[src/rtl/ho_pkg.sv]
package ho_pkg;

  localparam int Q_W = 8;

  typedef enum logic [1:0] {
    ST_NORMAL = 2'd0,
    ST_CAND   = 2'd1,
    ST_WAIT   = 2'd2,
    ST_HOIND  = 2'd3
  } ho_state_e;

  localparam logic [1:0] MSG_RSP    = 2'd1;
  localparam logic [1:0] MSG_RESUME = 2'd2;
  localparam logic [1:0] SEND_REQ   = 2'd1;
  localparam logic [1:0] SEND_IND   = 2'd2;

  // neighbour advantage, clamped at zero when the neighbour is not ahead
  function automatic logic [Q_W-1:0] sat_margin(input logic [Q_W-1:0] nbr,
                                                input logic [Q_W-1:0] serv);
    return (nbr > serv) ? (nbr - serv) : '0;
  endfunction

  function automatic logic margin_ok(input logic [Q_W-1:0] margin,
                                     input logic [Q_W-1:0] thresh);
    return (margin != '0) && (margin >= thresh);
  endfunction

endpackage

[src/rtl/ho_margin.sv]
module ho_margin
  import ho_pkg::*;
(
  input  logic [Q_W-1:0] nbr_q,
  input  logic [Q_W-1:0] serv_q,
  input  logic [Q_W-1:0] thresh,
  output logic [Q_W-1:0] margin,
  output logic           pass
);

  always_comb begin
    margin = sat_margin(nbr_q, serv_q);
    pass   = margin_ok(margin, thresh);
  end

endmodule

[src/rtl/ho_countdown.sv]
module ho_countdown #(
  parameter int W = 8
) (
  input  logic         clk,
  input  logic         rst_n,
  input  logic         load,
  input  logic [W-1:0] load_val,
  input  logic         dec,
  output logic [W-1:0] cnt,
  output logic         nz
);

  always_ff @(posedge clk or negedge rst_n) begin
    if (!rst_n)              cnt <= '0;
    else if (load)           cnt <= load_val;
    else if (dec && nz)      cnt <= cnt - 1'b1;
  end

  assign nz = (cnt != '0);

endmodule

[src/rtl/ho_decider.sv]
module ho_decider
  import ho_pkg::*;
#(
  parameter int DWELL_W = 8,
  parameter int TMO_W   = 16,
  parameter int HOLD_W  = 8
) (
  input  logic               clk,
  input  logic               rst_n,
  input  logic               meas_valid,
  input  logic [Q_W-1:0]     serv_q,
  input  logic [Q_W-1:0]     nbr_q,
  input  logic [Q_W-1:0]     thresh_cfg,
  input  logic [DWELL_W-1:0] dwell_cfg,
  input  logic [TMO_W-1:0]   rsp_tmo_cfg,
  input  logic [HOLD_W-1:0]  holdoff_cfg,
  input  logic               msg_valid,
  input  logic [1:0]         msg_type,
  output logic               send_req,
  output logic [1:0]         send_type,
  output logic [1:0]         state_o,
  output logic               holdoff_o
);

  localparam logic [DWELL_W-1:0] DWELL_MAX = {DWELL_W{1'b1}};

  function automatic logic [DWELL_W-1:0] dwell_inc(input logic [DWELL_W-1:0] c);
    return (c == DWELL_MAX) ? c : c + 1'b1;
  endfunction

  function automatic logic dwell_reached(input logic [DWELL_W-1:0] c,
                                         input logic [DWELL_W-1:0] cfg);
    return ({1'b0, c} + 1'b1) >= {1'b0, cfg};
  endfunction

  function automatic logic tmo_last(input logic [TMO_W-1:0] t);
    return t <= {{(TMO_W-1){1'b0}}, 1'b1};
  endfunction

  ho_state_e          st_q, st_d;
  logic [DWELL_W-1:0] dwell_q, dwell_d;
  logic               send_req_d;
  logic [1:0]         send_type_q, send_type_d;
  logic [Q_W-1:0]     margin;
  logic [TMO_W-1:0]   tmr_cnt;
  logic               tmr_nz;
  logic [HOLD_W-1:0]  hold_cnt;
  logic               hold_nz;

  // named internal events
  logic ev_pass, ev_sample_ok, ev_trigger, ev_rsp, ev_expire, ev_abort, ev_resume;

  ho_margin i_margin (
    .nbr_q (nbr_q),
    .serv_q(serv_q),
    .thresh(thresh_cfg),
    .margin(margin),
    .pass  (ev_pass)
  );

  assign ev_sample_ok = meas_valid &&
                        (((st_q == ST_NORMAL) && !hold_nz) || (st_q == ST_CAND));
  assign ev_trigger   = ev_sample_ok && ev_pass && dwell_reached(dwell_q, dwell_cfg);
  assign ev_rsp       = (st_q == ST_WAIT) && msg_valid && (msg_type == MSG_RSP);
  assign ev_expire    = (st_q == ST_WAIT) && tmo_last(tmr_cnt);
  assign ev_abort     = ev_expire && !ev_rsp;
  assign ev_resume    = (st_q == ST_HOIND) && msg_valid && (msg_type == MSG_RESUME);

  ho_countdown #(.W(TMO_W)) i_rsp_tmr (
    .clk     (clk),
    .rst_n   (rst_n),
    .load    (ev_trigger),
    .load_val(rsp_tmo_cfg),
    .dec     ((st_q == ST_WAIT) && !ev_rsp && !ev_expire),
    .cnt     (tmr_cnt),
    .nz      (tmr_nz)
  );

  ho_countdown #(.W(HOLD_W)) i_holdoff (
    .clk     (clk),
    .rst_n   (rst_n),
    .load    (ev_abort),
    .load_val(holdoff_cfg),
    .dec     (meas_valid && (st_q == ST_NORMAL)),
    .cnt     (hold_cnt),
    .nz      (hold_nz)
  );

  always_comb begin
    st_d        = st_q;
    dwell_d     = dwell_q;
    send_req_d  = 1'b0;
    send_type_d = send_type_q;
    unique case (st_q)
      ST_NORMAL, ST_CAND: begin
        if (ev_sample_ok) begin
          if (!ev_pass) begin
            st_d    = ST_NORMAL;
            dwell_d = '0;
          end else if (ev_trigger) begin
            st_d        = ST_WAIT;
            dwell_d     = '0;
            send_req_d  = 1'b1;
            send_type_d = SEND_REQ;
          end else begin
            st_d    = ST_CAND;
            dwell_d = dwell_inc(dwell_q);
          end
        end
      end
      ST_WAIT: begin
        if (ev_rsp) begin
          st_d        = ST_HOIND;
          send_req_d  = 1'b1;
          send_type_d = SEND_IND;
        end else if (ev_abort) begin
          st_d = ST_NORMAL;
        end
      end
      ST_HOIND: begin
        if (ev_resume) st_d = ST_NORMAL;
      end
      default: st_d = ST_NORMAL;
    endcase
  end

  always_ff @(posedge clk or negedge rst_n) begin
    if (!rst_n) begin
      st_q        <= ST_NORMAL;
      dwell_q     <= '0;
      send_req    <= 1'b0;
      send_type_q <= '0;
    end else begin
      st_q        <= st_d;
      dwell_q     <= dwell_d;
      send_req    <= send_req_d;
      send_type_q <= send_type_d;
    end
  end

  assign send_type = send_type_q;
  assign state_o   = st_q;
  assign holdoff_o = hold_nz;

endmodule

[config.mk]
export PLATFORM = sky130hd
export DESIGN_NAME = ho_decider
export DESIGN_NICKNAME = d
export VERILOG_FILES = /design/src/rtl/ho_pkg.sv /design/src/rtl/ho_margin.sv /design/src/rtl/ho_countdown.sv /design/src/rtl/ho_decider.sv
export SDC_FILE = /design/constraint.sdc
export NUM_CORES = 1
export LEC_CHECK = 0
export BUFFER_PORTS_ARGS = -buffer_cell sky130_fd_sc_hd__buf_4
export CAP_MARGIN = 0
export CORE_ASPECT_RATIO = 2
export CORE_MARGIN = 10
export CORE_UTILIZATION = 53
export CTS_CLUSTER_DIAMETER = 30
export DETAILED_ROUTE_END_ITERATION = 7
export PLACE_DENSITY = 0.76
export SYNTH_ARGS = -nofsm -noshare
export SYNTH_HDL_FRONTEND = slang
export SYNTH_SLANG_ARGS = --single-unit
[constraint.sdc]
create_clock -name clk -period 5 [get_ports clk]
set_clock_uncertainty 0.2 [all_clocks]
set_input_delay 0.75 -clock clk [delete_from_list [all_inputs] [get_ports clk]]
set_output_delay 0.75 -clock clk [all_outputs]
set_load 0.02 [all_outputs]
==> results of run 1 <==
-- metal layers --
layer,global-route usage,vias up,share of wire
met5,0,-,0
met4,0.0596,0,0.024
met3,0.0425,12,0.046
met2,0.315,59,0.57
met1,0.152,1274,0.36
li1,-,1389,-
-- kinds of logic after synthesis --
kind of cell / Yosys count / synth area share
compound gates: 97 / 0.223
buf+inv: 44 / 0.0570
xor+xnor: 19 / 0.0562
mux: 2 / 0.00844
simple gates: 127 / 0.217
flops: 37 / 0.313
fa+ha+maj: 29 / 0.125
-- stage by stage --
stage                      util  setup slack, ns
after global placement    0.652            0.447
after detailed placement  0.652            0.310
final                     0.674            0.602
after CTS                 0.674            0.616
after floorplan               -            0.711
after global routing      0.674            0.381
-- synthesized netlist by cell type, types with 6 or more instances --
master,number,share of area
xnor2_1,13,0.038
nor2_1,24,0.030
o21ai_0,36,0.061
nand3_1,7,0.012
a21oi_1,13,0.022
nand2b_1,6,0.013
nor3_1,16,0.027
o21ai_1,8,0.014
ha_1,28,0.12
a221o_1,7,0.024
dfrtp_1,37,0.31
inv_1,37,0.047
xor2_1,6,0.018
nor2b_1,7,0.015
nand2_1,39,0.049
-- power by group --
part	internal, mW	total [mW]	switching, mW
Sequential	0.340	0.379	0.0393
Clock	0.162	0.274	0.112
Combinational	0.170	0.369	0.200
Total	0.672	1.02	0.351
-- path summary, 6_finish.rpt --
check                                     to  slack [ns]  cells past startpoint         start
setup / recovery            i_rsp_tmr.cnt[3]        0.60                     17     serv_q[0]
hold / removal              i_rsp_tmr.cnt[6]        0.19                      1         rst_n
setup reg to reg            i_rsp_tmr.cnt[1]        1.68                     12    dwell_q[0]
hold reg to reg                 send_type[0]        0.30                      1  send_type[0]
max in group asynchronous  i_rsp_tmr.cnt[14]        4.07                      1         rst_n
min in group clk                send_type[0]        0.30                      1  send_type[0]
-- flip-flops by register name, summed over array words and instances (netlist names) --
name,cells
dwell_q,8
i_holdoff.cnt,8
i_rsp_tmr.cnt,16
send_req,1
send_type,2
state_o,2
-- worst max-delay path, cell delays in order --
cell and delay [ns]:
buf_4 0.11, ha_1 0.21, fa_1 0.40, nand2b_1 0.18, a21oi_1 0.27, nor2_1 0.12, a211o_1 0.33, or2_2 0.30
ha_1 0.28, nor3b_1 0.05, o21ai_0 0.15, a21oi_1 0.08, a2111o_1 0.43, a211oi_4 0.26, buf_4 0.28, o2bb2ai_1 0.14
a21o_1 0.10
-- cell usage in the layout, fill, tap and decap left out, drive strengths merged, types with 2 or more instances in the layout --
cell / synthesis / routed
nor2b: 7 / 7
nand3b: 3 / 3
or2: 5 / 5
dfrtp: 37 / 37
xor2: 6 / 6
or3b: 2 / 2
nor2: 24 / 24
nor4: 3 / 3
nor3b: 3 / 3
o211ai: 3 / 3
or4: 3 / 3
o41ai: 2 / 2
nand4: 2 / 2
a211o: 2 / 2
xnor2: 13 / 13
nor3: 18 / 18
buf: 3 / 69
o21ai: 44 / 44
o2111a: 2 / 2
inv: 37 / 37
o21a: 5 / 5
ha: 28 / 28
or3: 2 / 2
a21oi: 13 / 13
o2bb2ai: 2 / 2
a221o: 7 / 7
nand2: 39 / 39
nand2b: 6 / 6
o211a: 2 / 2
nand3: 7 / 7
and3b: 2 / 2
a21o: 5 / 5
clkbuf: 4 / 6
o31ai: 2 / 2
a211oi: 3 / 3
-- final cells by class --
| cell class | count | area [µm²] |
|---|---|---|
| multi-input combinational | 274 | 1880 |
| fill | 471 | 1770 |
| sequential | 37 | 926 |
| timing repair buffer | 69 | 518 |
| inverter | 37 | 139 |
| clock buffer | 6 | 82.6 |
| tap | 60 | 75.1 |
| clock inverter | 2 | 37.5 |
==> impl_results.md, run 1 <==
- Synthesized instance count: 355
- CTS tree: yes
- Final worst path period need: 4.40 ns
- Share of cells above drive strength 1: 0.216
- Startpoint types: input pin
- Synthesized Nets: 446
- CP Capture Type: flip-flop
- Status: complete, no violations
- Die Span X: 72.9 µm
- GR Overflow Total: 0
- Die Footprint: 9160 µm²
- Hpwl dp: 6120 µm
- Hold buffer count at CTS: 0
- Fmax: 227 MHz
- Vias post-DR: 2734
- Tcrit/Tclk final: 0.880
- Final nets: 515
- Pwr dens: 280 nW/µm²
- CTS root buf: clkbuf_8
- Die height: 126 µm
- Total length of routed wires: 7370 µm
- Total global-route track usage: 0.163
- Worst skew pair latency: 0.30 ns
- Cts repair resizes: 0
- Cell row count: 38
- Global-route wire length before repair: 12500 µm
- Ys flop type: dfrtp_1
- I/O Buffers: 67
- Final max-slew violation count: 0
- IO Pins: 68
- Max-slew headroom: 0.566
- Ys async rst share: 1.00
- Slew @ Worst Pin: 0.648 ns
- Average size of a mapped cell: 8.35 µm²
- #FFs+latches synth: 37
- Pin count of the biggest net entering global routing: 38
- Placer congestion estimate: 0.851
- Wire length per cell: 15.2 µm
- Clock transition at the registers of the reported paths: 0.08 ns
- Placed cell count: 477
- # diodes: 0
- DRC: 0
- Clock sink count: 37
- Post-Layout Inst Area: 3650 µm²
- LEAKAGE: 1.83 nW
- Worst Hold Slack: 0.194 ns
- Post-synth cell types: 49
- Area grow syn2layout: 23.3%
- Clock Path Buffers: 2
- Final Setup Violations: 0
- RSZ-0062 raised after global routing: false
- Setup Buffers After CTS: 0
- Final Hold Vio Count: 0
- Antenna viol nets, final: 0
- Final total power: 1.02 mW
- Sum of negative setup slack: 0 ns
- CP max FO: 20
- DRT iter0 DRCs: 94
- Synth Cell Area: 2960 µm²
- Number of global-route vias before repair: 2823
- Pre-antenna DRT Iters: 4
- Post-synth EDFFs: 0
- WP data required: 5.04 ns
- Worst VDD drop: 0.000309 V
- Ys Warns: 0
- Sequential area share after synthesis: 0.313
- Max Cap Viol: 0
- Fin cells: 485
- Placement-stage cell area: 3530 µm²
- Initial antenna violation count: 0
- Initial Utilization: 0.547
- WS Path Type: in2reg
- Critical Path AT: 4.44 ns
- HP Class: in2async
- Total clock buffers created by CTS: 5
- Core area: 5420 µm²
- Max H-tree Level: 2
- Via density: 5.64
No activity file was read; power rests on OpenSTA's default activity.
==> run 2, diff against run 1 <==
--- a/config.mk
+++ b/config.mk
@@ -11,8 +11,9 @@
 export CORE_MARGIN = 10
 export CORE_UTILIZATION = 53
 export CTS_CLUSTER_DIAMETER = 30
+export CTS_CLUSTER_SIZE = 10
 export DETAILED_ROUTE_END_ITERATION = 7
-export PLACE_DENSITY = 0.76
+export PLACE_DENSITY = 0.86
 export SYNTH_ARGS = -nofsm -noshare
 export SYNTH_HDL_FRONTEND = slang
 export SYNTH_SLANG_ARGS = --single-unit
==> run 2 against run 1 <==
Final cell count is the same; critical path type unchanged; largest cell class unchanged; flip-flop and latch count stayed put; total power decreased by 6.2%.
==> impl_results.md, run 2 (synthesis gave the netlist of run 1 again) <==
- Most frequent cells in the layout: 69 x buf_4, 39 x nand2_1, 37 x inv_1, 37 x dfrtp_1, 36 x o21ai_0 (unchanged)
- Clock sink count: 37 (unchanged)
- DRC: 0 (unchanged)
- Slew @ Worst Pin: 0.628 ns (was 0.648 ns)
- # diodes: 0 (unchanged)
- CP Capture Type: flip-flop (unchanged)
- Max Cap Viol: 0 (unchanged)
- Final Hold Vio Count: 0 (unchanged)
- Worst VDD drop: 0.000289 V (was 0.000309 V)
- Wire length per cell: 15.2 µm (about the same)
- Startpoint types: input pin (unchanged)
- Critical Path AT: 4.47 ns (was 4.44 ns)
- RSZ-0062 raised after global routing: false (unchanged)
- DR top layer: met4 (unchanged)
- Die height: 126 µm (unchanged)
- IO Pins: 68 (unchanged)
- FF-to-FF setup slack: 1.62 ns (was 1.68 ns)
- Worst Hold Slack: 0.198 ns (was 0.194 ns)
- Pin count of the biggest net entering global routing: 38 (unchanged)
- Via density: 5.71 (was 5.64)
- Biggest regs: i_rsp_tmr.cnt (16), dwell_q (8), i_holdoff.cnt (8) (unchanged)
- Pre-CTS setup slack: 0.274 ns (was 0.310 ns)
- Core area: 5420 µm² (unchanged)
- Antenna viol nets, final: 0 (unchanged)
- DRT iter0 DRCs: 102 (was 94)
- Number of global-route vias before repair: 2947 (was 2823)
- Cts repair resizes: 0 (unchanged)
- WL met1: 2630 µm (was 2660 µm)
- GR Overflow Total: 0 (unchanged)
- Total clock buffers created by CTS: 5 (unchanged)
- FF-to-FF End: i_rsp_tmr.cnt[3] (was i_rsp_tmr.cnt[1])
- Worst skew pair latency: 0.30 ns (about the same)
- Commonest non-fill, non-tap cell in the layout: buf_4 (unchanged)
- CP startpoint: serv_q[0] (unchanged)
- Setup Buffers After CTS: 0 (unchanged)
- Pwr dens: 265 nW/µm² (was 280 nW/µm²)
- LEAKAGE: 1.81 nW (was 1.83 nW)
- Initial Utilization: 0.547 (unchanged)
- Tcrit/Tclk final: 0.887 (was 0.880)
- Area grow syn2layout: 22.0% (was 23.3%)
- I/O Buffers: 67 (unchanged)
- WS Path Type: in2reg (unchanged)
- Initial antenna violation count: 0 (unchanged)
- Global-route wire length before repair: 12900 µm (was 12500 µm)
- Total global-route track usage: 0.166 (was 0.163)
- Hold buffer count at CTS: 0 (unchanged)
- Fmax: 225 MHz (was 227 MHz)
- Total length of routed wires: 7360 µm (was 7370 µm)
- Final nets: 515 (unchanged)
- CTS tree: yes (unchanged)
- WL met3: 424 µm (was 339 µm)
- CTS root buf: clkbuf_8 (unchanged)
- Met2 WL: 4100 µm (was 4200 µm)
- Placement-stage cell area: 3530 µm² (unchanged)
- Clock transition at the registers of the reported paths: 0.07 ns (was 0.08 ns)
- Cell row count: 38 (unchanged)
- Final total power: 0.959 mW (was 1.02 mW)
- Max-slew headroom: 0.577 (was 0.566)
- Max H-tree Level: 2 (unchanged)
- R2r worst-path depth: 12 (unchanged)
- Reg2reg start: dwell_q[0] (unchanged)
- Post-Layout Inst Area: 3610 µm² (was 3650 µm²)
- Setup WS post-layout: 0.564 ns (was 0.602 ns)
- HP Class: in2async (unchanged)
- Placer congestion estimate: 0.967 (was 0.851)
- Share of cells above drive strength 1: 0.209 (was 0.216)
- Hpwl dp: 6000 µm (was 6120 µm)
- Status: complete, no violations (unchanged)
- Final Setup Violations: 0 (unchanged)
- Sum of negative setup slack: 0 ns (unchanged)
- CP max FO: 14 (was 20)
- Clock Path Buffers: 2 (unchanged)
- Die Span X: 72.9 µm (unchanged)
- Pre-antenna DRT Iters: 4 (unchanged)
- Die Footprint: 9160 µm² (unchanged)
- Max reg flops: 16 (unchanged)
- Vias post-DR: 2770 (was 2734)
- Final worst path period need: 4.44 ns (was 4.40 ns)
- Largest reg by FF count: i_rsp_tmr.cnt (unchanged)
- WP data required: 5.04 ns (about the same)
- Final max-slew violation count: 0 (unchanged)
run 2: metal layers:
metal  vias up  track usage
li1       1393            -
met1      1297        0.159
met2        64        0.310
met3        16       0.0432
met4         0       0.0753
met5         -            0
run 2: area by class of cell:
cell class                 count  area, µm²
fill                         486       1810
multi-input combinational    274       1880
tap                           60       75.1
clock buffer                   8       80.1
timing repair buffer          69        518
inverter                      37        139
sequential                    37        926
run 2: worst max-delay path, stage by stage:
cell,delay [ns]
buf_4,0.11
ha_1,0.21
fa_1,0.39
nand2b_1,0.17
a21oi_1,0.22
nor2_1,0.11
a211o_1,0.33
or2_2,0.31
ha_1,0.27
nor3b_1,0.04
o21ai_0,0.17
a21oi_1,0.09
a2111o_1,0.44
a211oi_4,0.37
buf_4,0.26
o2bb2ai_1,0.13
a21o_1,0.10
run 2: worst max path at each step:
stage                                  end  slack, ns  cells past startpoint
final                     i_rsp_tmr.cnt[3]       0.56                     17
after global routing      i_rsp_tmr.cnt[3]       0.26                     17
after global placement    i_rsp_tmr.cnt[3]       0.42                     17
after CTS                 i_rsp_tmr.cnt[3]       0.58                     17
after floorplan           i_rsp_tmr.cnt[1]       0.71                     16
after detailed placement  i_rsp_tmr.cnt[3]       0.27                     17
run 2: power breakdown:
group | internal (mW) | total, mW | switching, mW
Combinational | 0.169 | 0.373 | 0.204
Clock | 0.0991 | 0.206 | 0.107
Sequential | 0.340 | 0.380 | 0.0398
Total | 0.609 | 0.959 | 0.351
run 2: per-stage QoR:
step / utilization / instances
3_5_place_dp: 0.652 / 477
4_1_cts: 0.667 / 485
6_report: 0.667 / 485
5_1_grt: 0.667 / 485
3_3_place_gp: 0.652 / 477
2_1_floorplan: - / 355
